File: config.mk
export PLATFORM = sky130hd
export DESIGN_NAME = dir_hdr_validator
export DESIGN_NICKNAME = d
export VERILOG_FILES = /design/src/rtl/hv_pkg.sv /design/src/rtl/hv_pos_counter.sv /design/src/rtl/hv_sum_acc.sv /design/src/rtl/hv_sig_cmp.sv /design/src/rtl/dir_hdr_validator.sv
export SDC_FILE = /design/constraint.sdc
export NUM_CORES = 1
export LEC_CHECK = 0
export CAP_MARGIN = 20
export CORE_ASPECT_RATIO = 0.5
export CORE_UTILIZATION = 30
export CTS_CLUSTER_SIZE = 28
export DETAILED_ROUTE_END_ITERATION = 10
export GPL_TIMING_DRIVEN = 0
export PLACE_DENSITY = 0.45
export SYNTH_ARGS = -nofsm -noshare
export SYNTH_HDL_FRONTEND = slang
export SYNTH_SLANG_ARGS = --single-unit
File: constraint.sdc
create_clock -name clk -period 4.76 [get_ports clk]
set_input_delay 0.952 -clock clk [delete_from_list [all_inputs] [get_ports clk]]
set_output_delay 0.952 -clock clk [all_outputs]
set_load 0.01 [all_outputs]
File: src/rtl/hv_pkg.sv
// Package hv_pkg
// Shared constants for the directory header validator.
// Assumes a signature of fixed length that is placed at a fixed offset.
package hv_pkg;
    localparam int SIG_OFFSET = 4;
    localparam int SIG_LEN    = 10;

    // Returns the expected signature byte at window index k.
    function automatic logic [7:0] sig_byte(input int unsigned k);
        case (k)
            0:       sig_byte = 8'hD2;
            1:       sig_byte = 8'hD3;
            2:       sig_byte = 8'hD8;
            3:       sig_byte = 8'hCD;
            4:       sig_byte = 8'hDE;
            5:       sig_byte = 8'hB0;
            6:       sig_byte = 8'hBD;
            7:       sig_byte = 8'h31;
            8:       sig_byte = 8'h32;
            default: sig_byte = 8'h38;
        endcase
    endfunction
endpackage

File: src/rtl/hv_pos_counter.sv
// Module hv_pos_counter
// Tracks the offset of the next byte within the sector.
// Assumes the owner stops advancing it after the last byte.
module hv_pos_counter #(
    parameter int N = 1024,
    localparam int W = $clog2(N)
) (
    input  logic         clk,
    input  logic         rst_n,
    input  logic         clr,
    input  logic         adv,
    output logic [W-1:0] pos,
    output logic         last
);
    localparam logic [W-1:0] LAST_POS = W'(N - 1);

    // Moves the position forward once for each accepted byte.
    always_ff @(posedge clk) begin
        if (!rst_n || clr) pos <= '0;
        else if (adv)      pos <= pos + 1'b1;
    end

    assign last = (pos == LAST_POS);
endmodule

File: src/rtl/hv_sum_acc.sv
// Module hv_sum_acc
// 16-bit additive accumulator that wraps modulo 2^16.
// Assumes the owner asserts add only for the bytes that belong in the sum.
module hv_sum_acc (
    input  logic        clk,
    input  logic        rst_n,
    input  logic        clr,
    input  logic        add,
    input  logic [7:0]  din,
    output logic [15:0] acc_nxt
);
    logic [15:0] acc;

    // Forms the sum that includes the byte now on the input.
    always_comb acc_nxt = acc + {8'h00, din};

    // Registers the running sum.
    always_ff @(posedge clk) begin
        if (!rst_n || clr) acc <= '0;
        else if (add)      acc <= acc_nxt;
    end
endmodule

File: src/rtl/hv_sig_cmp.sv
// Module hv_sig_cmp
// Compares the bytes inside the signature window with the constant signature
// and keeps a sticky mismatch flag.
// Assumes pos is the offset of the byte currently on din.
module hv_sig_cmp #(
    parameter int N = 1024,
    localparam int W = $clog2(N)
) (
    input  logic         clk,
    input  logic         rst_n,
    input  logic         clr,
    input  logic         adv,
    input  logic [W-1:0] pos,
    input  logic [7:0]   din,
    output logic         bad_nxt
);
    import hv_pkg::*;

    localparam logic [W-1:0] LO = W'(SIG_OFFSET);
    localparam logic [W-1:0] HI = W'(SIG_OFFSET + SIG_LEN);

    logic         bad;
    logic         in_win;
    logic [W-1:0] rel;

    // Finds the window position and flags a mismatching byte.
    always_comb begin
        in_win  = (pos >= LO) && (pos < HI);
        rel     = pos - LO;
        bad_nxt = bad | (adv && in_win && (din != sig_byte(int'(rel))));
    end

    // Keeps the mismatch flag until the next clear.
    always_ff @(posedge clk) begin
        if (!rst_n || clr) bad <= 1'b0;
        else               bad <= bad_nxt;
    end
endmodule

File: src/rtl/dir_hdr_validator.sv
// Module dir_hdr_validator
// Validates the directory header sector streamed in one byte per strobe. It
// checks the additive checksum and the fixed signature, and holds the results
// until the next start pulse.
// Assumes SECTOR_BYTES >= 14 and that start is pulsed before each sector.
module dir_hdr_validator #(
    parameter int SECTOR_BYTES = 1024
) (
    input  logic        clk,
    input  logic        rst_n,
    input  logic        start,
    input  logic        byte_vld,
    input  logic [7:0]  byte_data,
    output logic        done,
    output logic        pass,
    output logic        sum_fail,
    output logic        sig_fail,
    output logic [15:0] sector_count
);
    localparam int W = $clog2(SECTOR_BYTES);
    localparam logic [W-1:0] P_SUM_LO = W'(0);
    localparam logic [W-1:0] P_SUM_HI = W'(1);
    localparam logic [W-1:0] P_CNT_LO = W'(2);
    localparam logic [W-1:0] P_CNT_HI = W'(3);

    logic         accept;
    logic [W-1:0] pos;
    logic         last;
    logic [15:0]  acc_nxt;
    logic         sig_bad_nxt;
    logic [15:0]  stored_sum;
    logic         sum_bad;

    // A byte is taken only while the sector is open and no restart is pending.
    always_comb accept = byte_vld && !done && !start;

    hv_pos_counter #(.N(SECTOR_BYTES)) u_pos (
        .clk(clk), .rst_n(rst_n), .clr(start), .adv(accept),
        .pos(pos), .last(last)
    );

    hv_sum_acc u_acc (
        .clk(clk), .rst_n(rst_n), .clr(start),
        .add(accept && (pos >= P_CNT_LO)), .din(byte_data),
        .acc_nxt(acc_nxt)
    );

    hv_sig_cmp #(.N(SECTOR_BYTES)) u_sig (
        .clk(clk), .rst_n(rst_n), .clr(start), .adv(accept),
        .pos(pos), .din(byte_data), .bad_nxt(sig_bad_nxt)
    );

    // Captures the stored checksum and the sector count as their bytes arrive.
    always_ff @(posedge clk) begin
        if (!rst_n || start) begin
            stored_sum   <= '0;
            sector_count <= '0;
        end else if (accept) begin
            if (pos == P_SUM_LO) stored_sum[7:0]    <= byte_data;
            if (pos == P_SUM_HI) stored_sum[15:8]   <= byte_data;
            if (pos == P_CNT_LO) sector_count[7:0]  <= byte_data;
            if (pos == P_CNT_HI) sector_count[15:8] <= byte_data;
        end
    end

    // Compares the final sum, which includes the last byte, with the stored value.
    always_comb sum_bad = (acc_nxt != stored_sum);

    // Latches the verdict when the final byte is accepted.
    always_ff @(posedge clk) begin
        if (!rst_n || start) begin
            done     <= 1'b0;
            pass     <= 1'b0;
            sum_fail <= 1'b0;
            sig_fail <= 1'b0;
        end else if (accept && last) begin
            done     <= 1'b1;
            sum_fail <= sum_bad;
            sig_fail <= sig_bad_nxt;
            pass     <= !sum_bad && !sig_bad_nxt;
        end
    end
endmodule

==> results.sh, run 1 <==
export IMPL_status="finished clean"
export IMPL_setup_slack_ps=438
export IMPL_cp_required_ps=5010
export IMPL_hold_viol=0
export IMPL_grt_pass1_wl_um=16700
export IMPL_area_growth_pct=22.6
export IMPL_post_place_ws_ps=94.8
export IMPL_rsz0062_at_grt="no"
export IMPL_postCtsSetupRepairBufs=0
export IMPL_die_w_um=157
export IMPL_p_leak_uw=0.00163
export IMPL_synth_seq_cells=63
export IMPL_synth_most_common_cell="dfxtp_1"
export IMPL_cts_root_buf="clkbuf_16"
export IMPL_tns_ps=0
export IMPL_vdd_ir_drop_max_mv=0.126
export IMPL_max_freq_mhz=231
export IMPL_path_cells="clkdlybuf4s50_1, fa_1, a211o_1, a221oi_2, a211oi_1, mux2_4, a2111o_1, or4_4, o31ai_2"
export IMPL_async_flop_share=0
export IMPL_ys_seq_area_frac=0.349
export IMPL_syn_nets=461
export IMPL_worstMarginPinSlew_ps=794
export IMPL_ant_nets=0
export IMPL_drive_above_1_share=0.0583
export IMPL_place_hpwl_um=7550
export IMPL_slew_headroom=0.471
export IMPL_antenna_found_initial=0
export IMPL_drt_initial_drc_count=153
export IMPL_synth_edf_count=0
export IMPL_vias=3160
export IMPL_critPathMaxStageDelay_ps=700
export IMPL_ys_flop_type="dfxtp_1"
export IMPL_htreeDepth=3
export IMPL_chipHeight_um=79.6
export IMPL_grt_max_degree=14
export IMPL_synth_common_cells="dfxtp_1, nand2_1, nor2_1"
export IMPL_port_buffers=31
export IMPL_hp_class="reg2reg"
export IMPL_grt_usage=0.179
export IMPL_cts_buffers=9
export IMPL_start_kind="input port"
export IMPL_core_sq_mm=0.0114
export IMPL_worstSetupPathType="in2reg"
export IMPL_syn_avg_cell_area_sq_um=8.34
export IMPL_min_period_over_period=0.908
export IMPL_drv_slew=0
export IMPL_final_nets=503
export IMPL_grt_overflow_total=0
export IMPL_hold_buffers=0
export IMPL_fin_skew_ps=9.97
export IMPL_layout_min_cycle_time_ps=4320
export IMPL_first_pass_iters=4
export IMPL_post_synth_top_area_fraction=0.349
export IMPL_grt_pass1_vias=3011
export IMPL_ys_types=57
export IMPL_crit_fanout=9
export IMPL_clock_sinks=63
export IMPL_rows=27
export IMPL_synth_top_area_cell="dfxtp_1"
export IMPL_cts_tree="yes"
export IMPL_synth_warnings=0
export IMPL_synth_cell_area_sq_mm=0.00361
export IMPL_setup_violations=0
export IMPL_post_cts_resized=0
export IMPL_synthCells=433
export IMPL_clockBufferDepth=2
export IMPL_power_density_mw_per_mm2=293
export IMPL_routed_wl_um=10100
export IMPL_boundaryPins=32
export IMPL_clk_pin_slew_ps=60
export IMPL_gp_congestion=0.788
export IMPL_routed_via_density=4.95
export IMPL_remaining_drc_errors=0
export IMPL_dieArea_sq_mm=0.0125
export IMPL_endpoint_kind="register"
export IMPL_timing_hold_ws_ps=457
export IMPL_diodes=0
export IMPL_initial_utilization=0.318
export IMPL_cp_slowest_cell="clkdlybuf4s50_1"
export IMPL_wl_per_cell_um=15.8
export IMPL_maxCapViolations=0
export IMPL_ys_top_cells_by_area="dfxtp_1, xnor2_1, nand3_1, ha_1, nand2_1"
export IMPL_cp_data_arrival_time_ps=4570
export IMPL_clk_latency_ps=330
[kinds of logic after synthesis]
group | synth area share
AOI/OAI and AO/OA | 0.158
xor gates and xnor gates | 0.118
adders and majority gates | 0.0575
buffers and inverters | 0.0340
DFF | 0.349
muxes | 0.0485
and+or+nand+nor | 0.235
[where the power goes]
group | total, uW | switching [uW] | leakage (uW) | internal [uW]
Combinational | 86.7 | 52.8 | 0.000974 | 33.9
Sequential | 531 | 1.87 | 0.000508 | 529
Clock | 678 | 266 | 0.000144 | 411
[flip-flops by register name, indices dropped and copies added, names as in the netlist]
signal        flops
sector_count     16
stored_sum       16
u_acc.acc        16
u_pos.pos        10
done              1
pass              1
sig_fail          1
sum_fail          1
u_sig.bad         1
[routing by layer]
layer | wire length [um] | part of all wire | global-route usage
met5 | 0 | 0 | 0
met4 | 51 | 0.0050 | 0.0408
met3 | 301 | 0.030 | 0.0478
met2 | 4440 | 0.44 | 0.278
met1 | 5320 | 0.53 | 0.247
[final timing paths]
kind,slack (ps),end,startpoint,cells past startpoint
setup / recovery,440,pass,byte_data[1],9
hold / removal,460,sector_count[5],sector_count[5],2
setup reg to reg,1430,pass,u_acc.acc[0],9
hold reg to reg,460,sector_count[5],sector_count[5],2
[placed cells by master, fill, tap and decap left out, drive strengths merged, types with 3 or more instances in the layout]
master,instances
xor2,14
nand3,39
a21oi,36
nor4,3
o21a,3
nand2,49
dfxtp,63
xnor2,27
inv,7
or2,3
clkbuf,32
and3,7
mux2i,16
and2,5
ha,15
a211oi,5
nor3b,3
nor2,45
clkinv,3
o21ai,13
nand2b,5
xnor3,3
nor3,6
clkdlybuf4s50,31
or3,5
[worst max-delay path, delay by kind of cell]
kind	cells	cell delay, ps
AO/OA/AOI/OAI	5	1450
buffers and inverters	1	700
adder cells (fa/ha/maj)	1	600
AND/OR/NAND/NOR	1	540
multiplexers	1	330
[final cells by class]
| type | instances | area (sq um) |
|---|---|---|
| Fill cell | 1241 | 6920 |
| Multi-Input combinational cell | 340 | 2230 |
| Sequential cell | 63 | 1260 |
| Timing Repair Buffer | 31 | 310 |
| Clock buffer | 9 | 225 |
| Tap cell | 159 | 199 |
| Buffer | 24 | 100 |
| Clock inverter | 7 | 82.6 |
| Inverter | 6 | 22.5 |
[stage by stage]
| step | total power (uW) | utilization | area [sq um] | cells |
|---|---|---|---|---|
| 2_1_floorplan | 595 | - | 3610 | 433 |
| 3_3_place_gp | 632 | 0.363 | 4120 | 623 |
| 3_5_place_dp | 631 | 0.363 | 4120 | 623 |
| 4_1_cts | 1320 | 0.390 | 4430 | 639 |
| 5_1_grt | 1350 | 0.390 | 4430 | 639 |
| 6_report | 1300 | 0.390 | 4430 | 639 |
Note: power is estimated with default switching activity, not from simulation.
==> run 2, diff against run 1 <==
- PLACE_DENSITY: 0.45 -> 0.47
- clock period: 4.76 -> 3.9 ns (I/O delays scaled with it)
==> run 2 against run 1 <==
  * Final area grew 0.23%
  * Wire length grew 1.0%
  * Non-clock buffer count grew 2
  * Power grew 17%
  * Sequential power grew 22%
  * Die area is the same
  * Register-to-register slack lost 680 ps
  * Critical path depth grew 1
  * Via count shrank 0.76%
  * Clock skew shrank 3.3 ps
  * Combinational power grew 25%
==> results.sh, run 2 (synthesis results as in run 1) <==
export IMPL_status="finished clean"
export IMPL_clk_pin_slew_ps=60
export IMPL_cts_root_buf="clkbuf_16"
export IMPL_htreeDepth=3
export IMPL_cts_buffers=9
export IMPL_path_buf_inv=1
export IMPL_cp_data_arrival_time_ps=4020
export IMPL_vias=3136
export IMPL_die_w_um=157
export IMPL_setup_violations=0
export IMPL_critPathMaxStageDelay_ps=530
export IMPL_place_inst=623
export IMPL_layout_commonest_cell="dfxtp_1"
export IMPL_final_cell_mix="dfxtp_1, nand2_1, nor2_1"
export IMPL_crit_family="compound AO/OA/AOI/OAI gates"
export IMPL_rows=27
export IMPL_tns_ps=0
export IMPL_clock_sinks=63
export IMPL_layout_min_cycle_time_ps=3780
export IMPL_power_density_mw_per_mm2=342
export IMPL_cp_required_ps=4150
export IMPL_path_cells="clkdlybuf4s50_1, ha_2, fa_2, a211o_1, a221oi_4, a211oi_2, mux2_4, a2111o_1, or4_4, o31ai_2"
export IMPL_grt_overflow_total=0
export IMPL_worstMarginPinSlew_ps=778
export IMPL_fillers=1227
export IMPL_postLayoutCoreUtil=0.391
export IMPL_crit_start="byte_data[0]"
export IMPL_crit_fanout=4
export IMPL_maxCapViolations=0
export IMPL_rsz0062_at_grt="no"
export IMPL_hold_viol=0
export IMPL_place_hpwl_um=7400
export IMPL_grt_pass1_vias=2915
export IMPL_p_leak_uw=0.00164
export IMPL_endpoint_kind="register"
export IMPL_area_growth_pct=22.9
export IMPL_multi_input_area_sq_mm=0.00225
export IMPL_boundaryPins=32
export IMPL_core_sq_mm=0.0114
export IMPL_regToRegStartpoint="u_acc.acc[0]"
export IMPL_worstHoldStart="sector_count[0]"
export IMPL_dieArea_sq_mm=0.0125
export IMPL_drt_initial_drc_count=123
export IMPL_diodes=0
export IMPL_port_buffers=31
export IMPL_seq_area_sq_mm=0.00126
export IMPL_setup_slack_ps=124
export IMPL_fin_skew_ps=6.65
export IMPL_routed_wl_um=10200
export IMPL_vdd_ir_drop_max_mv=0.221
export IMPL_chipHeight_um=79.6
export IMPL_clockBufferDepth=2
export IMPL_grt_max_degree=11
export IMPL_remaining_drc_errors=0
export IMPL_antenna_found_initial=0
export IMPL_max_freq_mhz=265
export IMPL_initial_utilization=0.318
export IMPL_min_period_over_period=0.968
export IMPL_reg_largest_list="sector_count: 16 flops, stored_sum: 16 flops, u_acc.acc: 16 flops"
export IMPL_final_nets=505
export IMPL_wl_per_cell_um=15.9
export IMPL_drv_slew=0
export IMPL_first_pass_iters=7
export IMPL_start_kind="input port"
export IMPL_worstSetupPathType="in2reg"
export IMPL_hp_class="reg2reg"
export IMPL_cp_slowest_cell="or4_4"
export IMPL_ant_nets=0
export IMPL_grt_usage=0.176
export IMPL_cts_tree="yes"
export IMPL_grt_pass1_wl_um=16200
export IMPL_clk_latency_ps=330
export IMPL_drive_above_1_share=0.0643
export IMPL_post_place_ws_ps=-544
export IMPL_post_layout_nonfiller_instances=641
export IMPL_gp_congestion=0.767
export IMPL_routed_via_density=4.89
export IMPL_slew_headroom=0.481
==> run 2: repair_timing <==
action,4_1_cts,5_1_grt
buffers inserted,0,2
endpoints found under the hold margin,0,0
hold buffers,0,0
pin swaps,0,1
setup endpoints to repair,2,2
gates resized for setup,2,5
==> run 2: worst paths after layout <==
path                     endpoint  slack (ps)  cells past startpoint
hold reg to reg   sector_count[0]         460                      2
hold / removal    sector_count[0]         460                      2
setup reg to reg             pass         750                      9
setup / recovery             pass         120                     10
==> run 2: layout make-up <==
cell class / count / area share
buffer: 24 / 0.0226
clock buffer: 13 / 0.0587
clock inverter: 3 / 0.00395
inverter: 6 / 0.00508
multi-input combinational: 340 / 0.506
sequential: 63 / 0.284
tap: 159 / 0.0448
timing repair buffer: 33 / 0.0742
==> run 2: tightest hold or removal path, delay by kind of cell (launching register included) <==
| family | cells | cell delay [ps] |
|---|---|---|
| AOI/OAI and AO/OA | 1 | 50 |
| DFF | 1 | 310 |
| and+or+nand+nor | 1 | 50 |
==> run 2: power breakdown <==
group | total (uW) | switching (uW) | internal, uW | leakage (uW)
clock | 761 | 298 | 463 | 0.000136
sequential | 649 | 2.15 | 647 | 0.000508
combinational | 108 | 66.7 | 41.2 | 0.000999
==> run 2: metal layers <==
metal / GRT usage / vias to the layer above / part of all wire
met5: 0 / - / 0
met4: 0.0524 / 0 / 0.0072
met3: 0.0391 / 6 / 0.031
met2: 0.275 / 46 / 0.45
met1: 0.240 / 1476 / 0.51
li1: - / 1608 / -
==> run 2: per-stage QoR <==
step	hold slack [ps]	total power, uW	area, sq um
floorplan	437	726	3610
global placement	456	770	4120
detailed placement	458	770	4120
CTS	465	1530	4410
global route	483	1580	4440
finish	460	1520	4440
==> run 3, diff against run 2 <==
- clock period: 3.9 -> 3.22 ns (I/O delays scaled with it)
==> run 3 against run 2 <==
  * Final area up 1.5%
  * Die area is the same
  * Worst setup slack got worse by 62 ps
  * Sequential share of layout area fell by 0.39 points
  * Combinational power grew 21%
  * Clock-buffer cell count decreased by 3
  * Power grew 26%
  * Non-clock buffer count is 2 higher
  * Critical endpoint unchanged
  * Largest cell class unchanged
  * Largest power group unchanged
==> results.sh, run 3 (synthesis results as in run 1) <==
export IMPL_status="finished clean"
export IMPL_rsz0062_at_grt="no"
export IMPL_htreeDepth=3
export IMPL_routed_via_density=4.82
export IMPL_pwr_share_clk=0.519
export IMPL_cts_tree="yes"
export IMPL_final_nets=507
export IMPL_initial_utilization=0.318
export IMPL_hold_viol=0
export IMPL_reg_largest_list="sector_count: 16 flops, stored_sum: 16 flops, u_acc.acc: 16 flops"
export IMPL_clockBufferDepth=2
export IMPL_cts_buffers=9
export IMPL_ant_nets=0
export IMPL_p_leak_uw=0.00164
export IMPL_wl_per_cell_um=15.7
export IMPL_worstMarginPinSlew_ps=665
export IMPL_chipHeight_um=79.6
export IMPL_fin_skew_ps=9.61
export IMPL_antenna_found_initial=0
export IMPL_dieArea_sq_mm=0.0125
export IMPL_vdd_ir_drop_max_mv=0.203
export IMPL_swShare=0.240
export IMPL_core_sq_mm=0.0114
export IMPL_place_hpwl_um=7290
export IMPL_fin_area_sq_mm=0.00450
export IMPL_hp_class="reg2reg"
export IMPL_post_place_ws_ps=-911
export IMPL_port_buffers=31
export IMPL_maxCapViolations=0
export IMPL_crit_start="byte_data[0]"
export IMPL_vias=3097
export IMPL_start_kind="input port"
export IMPL_whs_path_depth=2
export IMPL_clk_pin_slew_ps=60
export IMPL_gp_congestion=0.780
export IMPL_drt_initial_drc_count=144
export IMPL_cp_required_ps=3470
export IMPL_die_w_um=157
export IMPL_max_freq_mhz=317
export IMPL_regToRegStartpoint="u_acc.acc[0]"
export IMPL_grt_max_degree=12
export IMPL_slew_headroom=0.556
export IMPL_power_net_switching_uw=458
export IMPL_clock_sinks=63
export IMPL_setup_slack_ps=62.1
export IMPL_grt_usage=0.177
export IMPL_endpoint_kind="register"
export IMPL_worstSetupPathType="in2reg"
export IMPL_layout_commonest_cell="dfxtp_1"
export IMPL_power_frac_comb=0.069
export IMPL_grt_overflow_total=0
export IMPL_rows=27
export IMPL_boundaryPins=32
export IMPL_grt_pass1_wl_um=16400
export IMPL_routed_wl_um=10100
export IMPL_area_growth_pct=24.7
export IMPL_grt_pass1_vias=2943
export IMPL_clk_latency_ps=330
export IMPL_cp_data_arrival_time_ps=3410
export IMPL_drv_slew=0
export IMPL_reg2regPathDepth=9
export IMPL_place_area_sq_mm=0.00415
export IMPL_r2r_slack_ps=170
export IMPL_cell_internal_pwr_uw=1450
export IMPL_final_cell_mix="dfxtp_1, nand2_1, nor2_1"
export IMPL_crit_fanout=4
export IMPL_rr_endpoint="pass"
export IMPL_setup_violations=0
export IMPL_power_density_mw_per_mm2=424
export IMPL_postLayoutCoreUtil=0.397
export IMPL_drive_above_1_share=0.0992
export IMPL_layout_min_cycle_time_ps=3160
export IMPL_diodes=0
export IMPL_remaining_drc_errors=0
export IMPL_min_period_over_period=0.981
export IMPL_cts_root_buf="clkbuf_16"
export IMPL_crit_end="pass"
export IMPL_p_seq_frac=0.412
export IMPL_finalPower_uw=1910
export IMPL_fillers=1191
export IMPL_first_pass_iters=4
## run 3: layer usage
metal	wire [um]	global-route usage	vias up
met1	5380	0.250	1430
met3	299	0.0456	4
met5	0	0	-
met4	44	0.0408	0
li1	-	-	1623
met2	4380	0.265	40
## run 3: area by class of cell
class,instances,area [sq um],area share
tap,159,199,0.0442
clock buffer,10,239,0.0531
buffer,24,100,0.0222
clock inverter,6,60.1,0.0133
sequential,63,1260,0.280
timing repair buffer,35,329,0.0731
inverter,6,22.5,0.00500
multi-input combinational,340,2290,0.509
## run 3: power by group through the flow
stage / sequential [uW] / combinational [uW] / clock [uW]
finish: 786 / 131 / 990
global route: 786 / 145 / 1040
CTS: 786 / 133 / 1010
detailed placement: 803 / 132 / 0
global placement: 803 / 132 / 0
floorplan: 802 / 78.7 / 0
## run 3: stage by stage
stage,hold WS (ps),std cells,TNS (ps)
2_1_floorplan,437,433,-61.4
3_3_place_gp,450,623,-3240
3_5_place_dp,447,623,-2760
4_1_cts,454,642,0
5_1_grt,474,643,0
6_report,455,643,0
## run 3: worst min path at each step
stage / startpoint / end / slack, ps
after floorplan: stored_sum[3] / stored_sum[3] / 440
after global placement: sig_fail / sig_fail / 450
after detailed placement: sig_fail / sig_fail / 450
after CTS: sig_fail / sig_fail / 450
after global routing: sector_count[6] / sector_count[6] / 470
final: sector_count[4] / sector_count[4] / 460
## run 3: timing repair
item                                    in CTS  in global routing
hold buffers                                 0                  0
endpoints found under the setup margin       2                  4
setup buffers                                3                  1
gates cloned                                 0                  0
gates resized for setup                     31                  4
pin swaps                                    9                  5
## run 3: critical path: stages
cell and delay, ps:
buf_4 140, ha_4 160, fa_2 350, a211o_1 350, a221oi_4 340, a211oi_2 140
mux2_4 320, a2111o_1 300, or4_4 470, o31ai_2 190
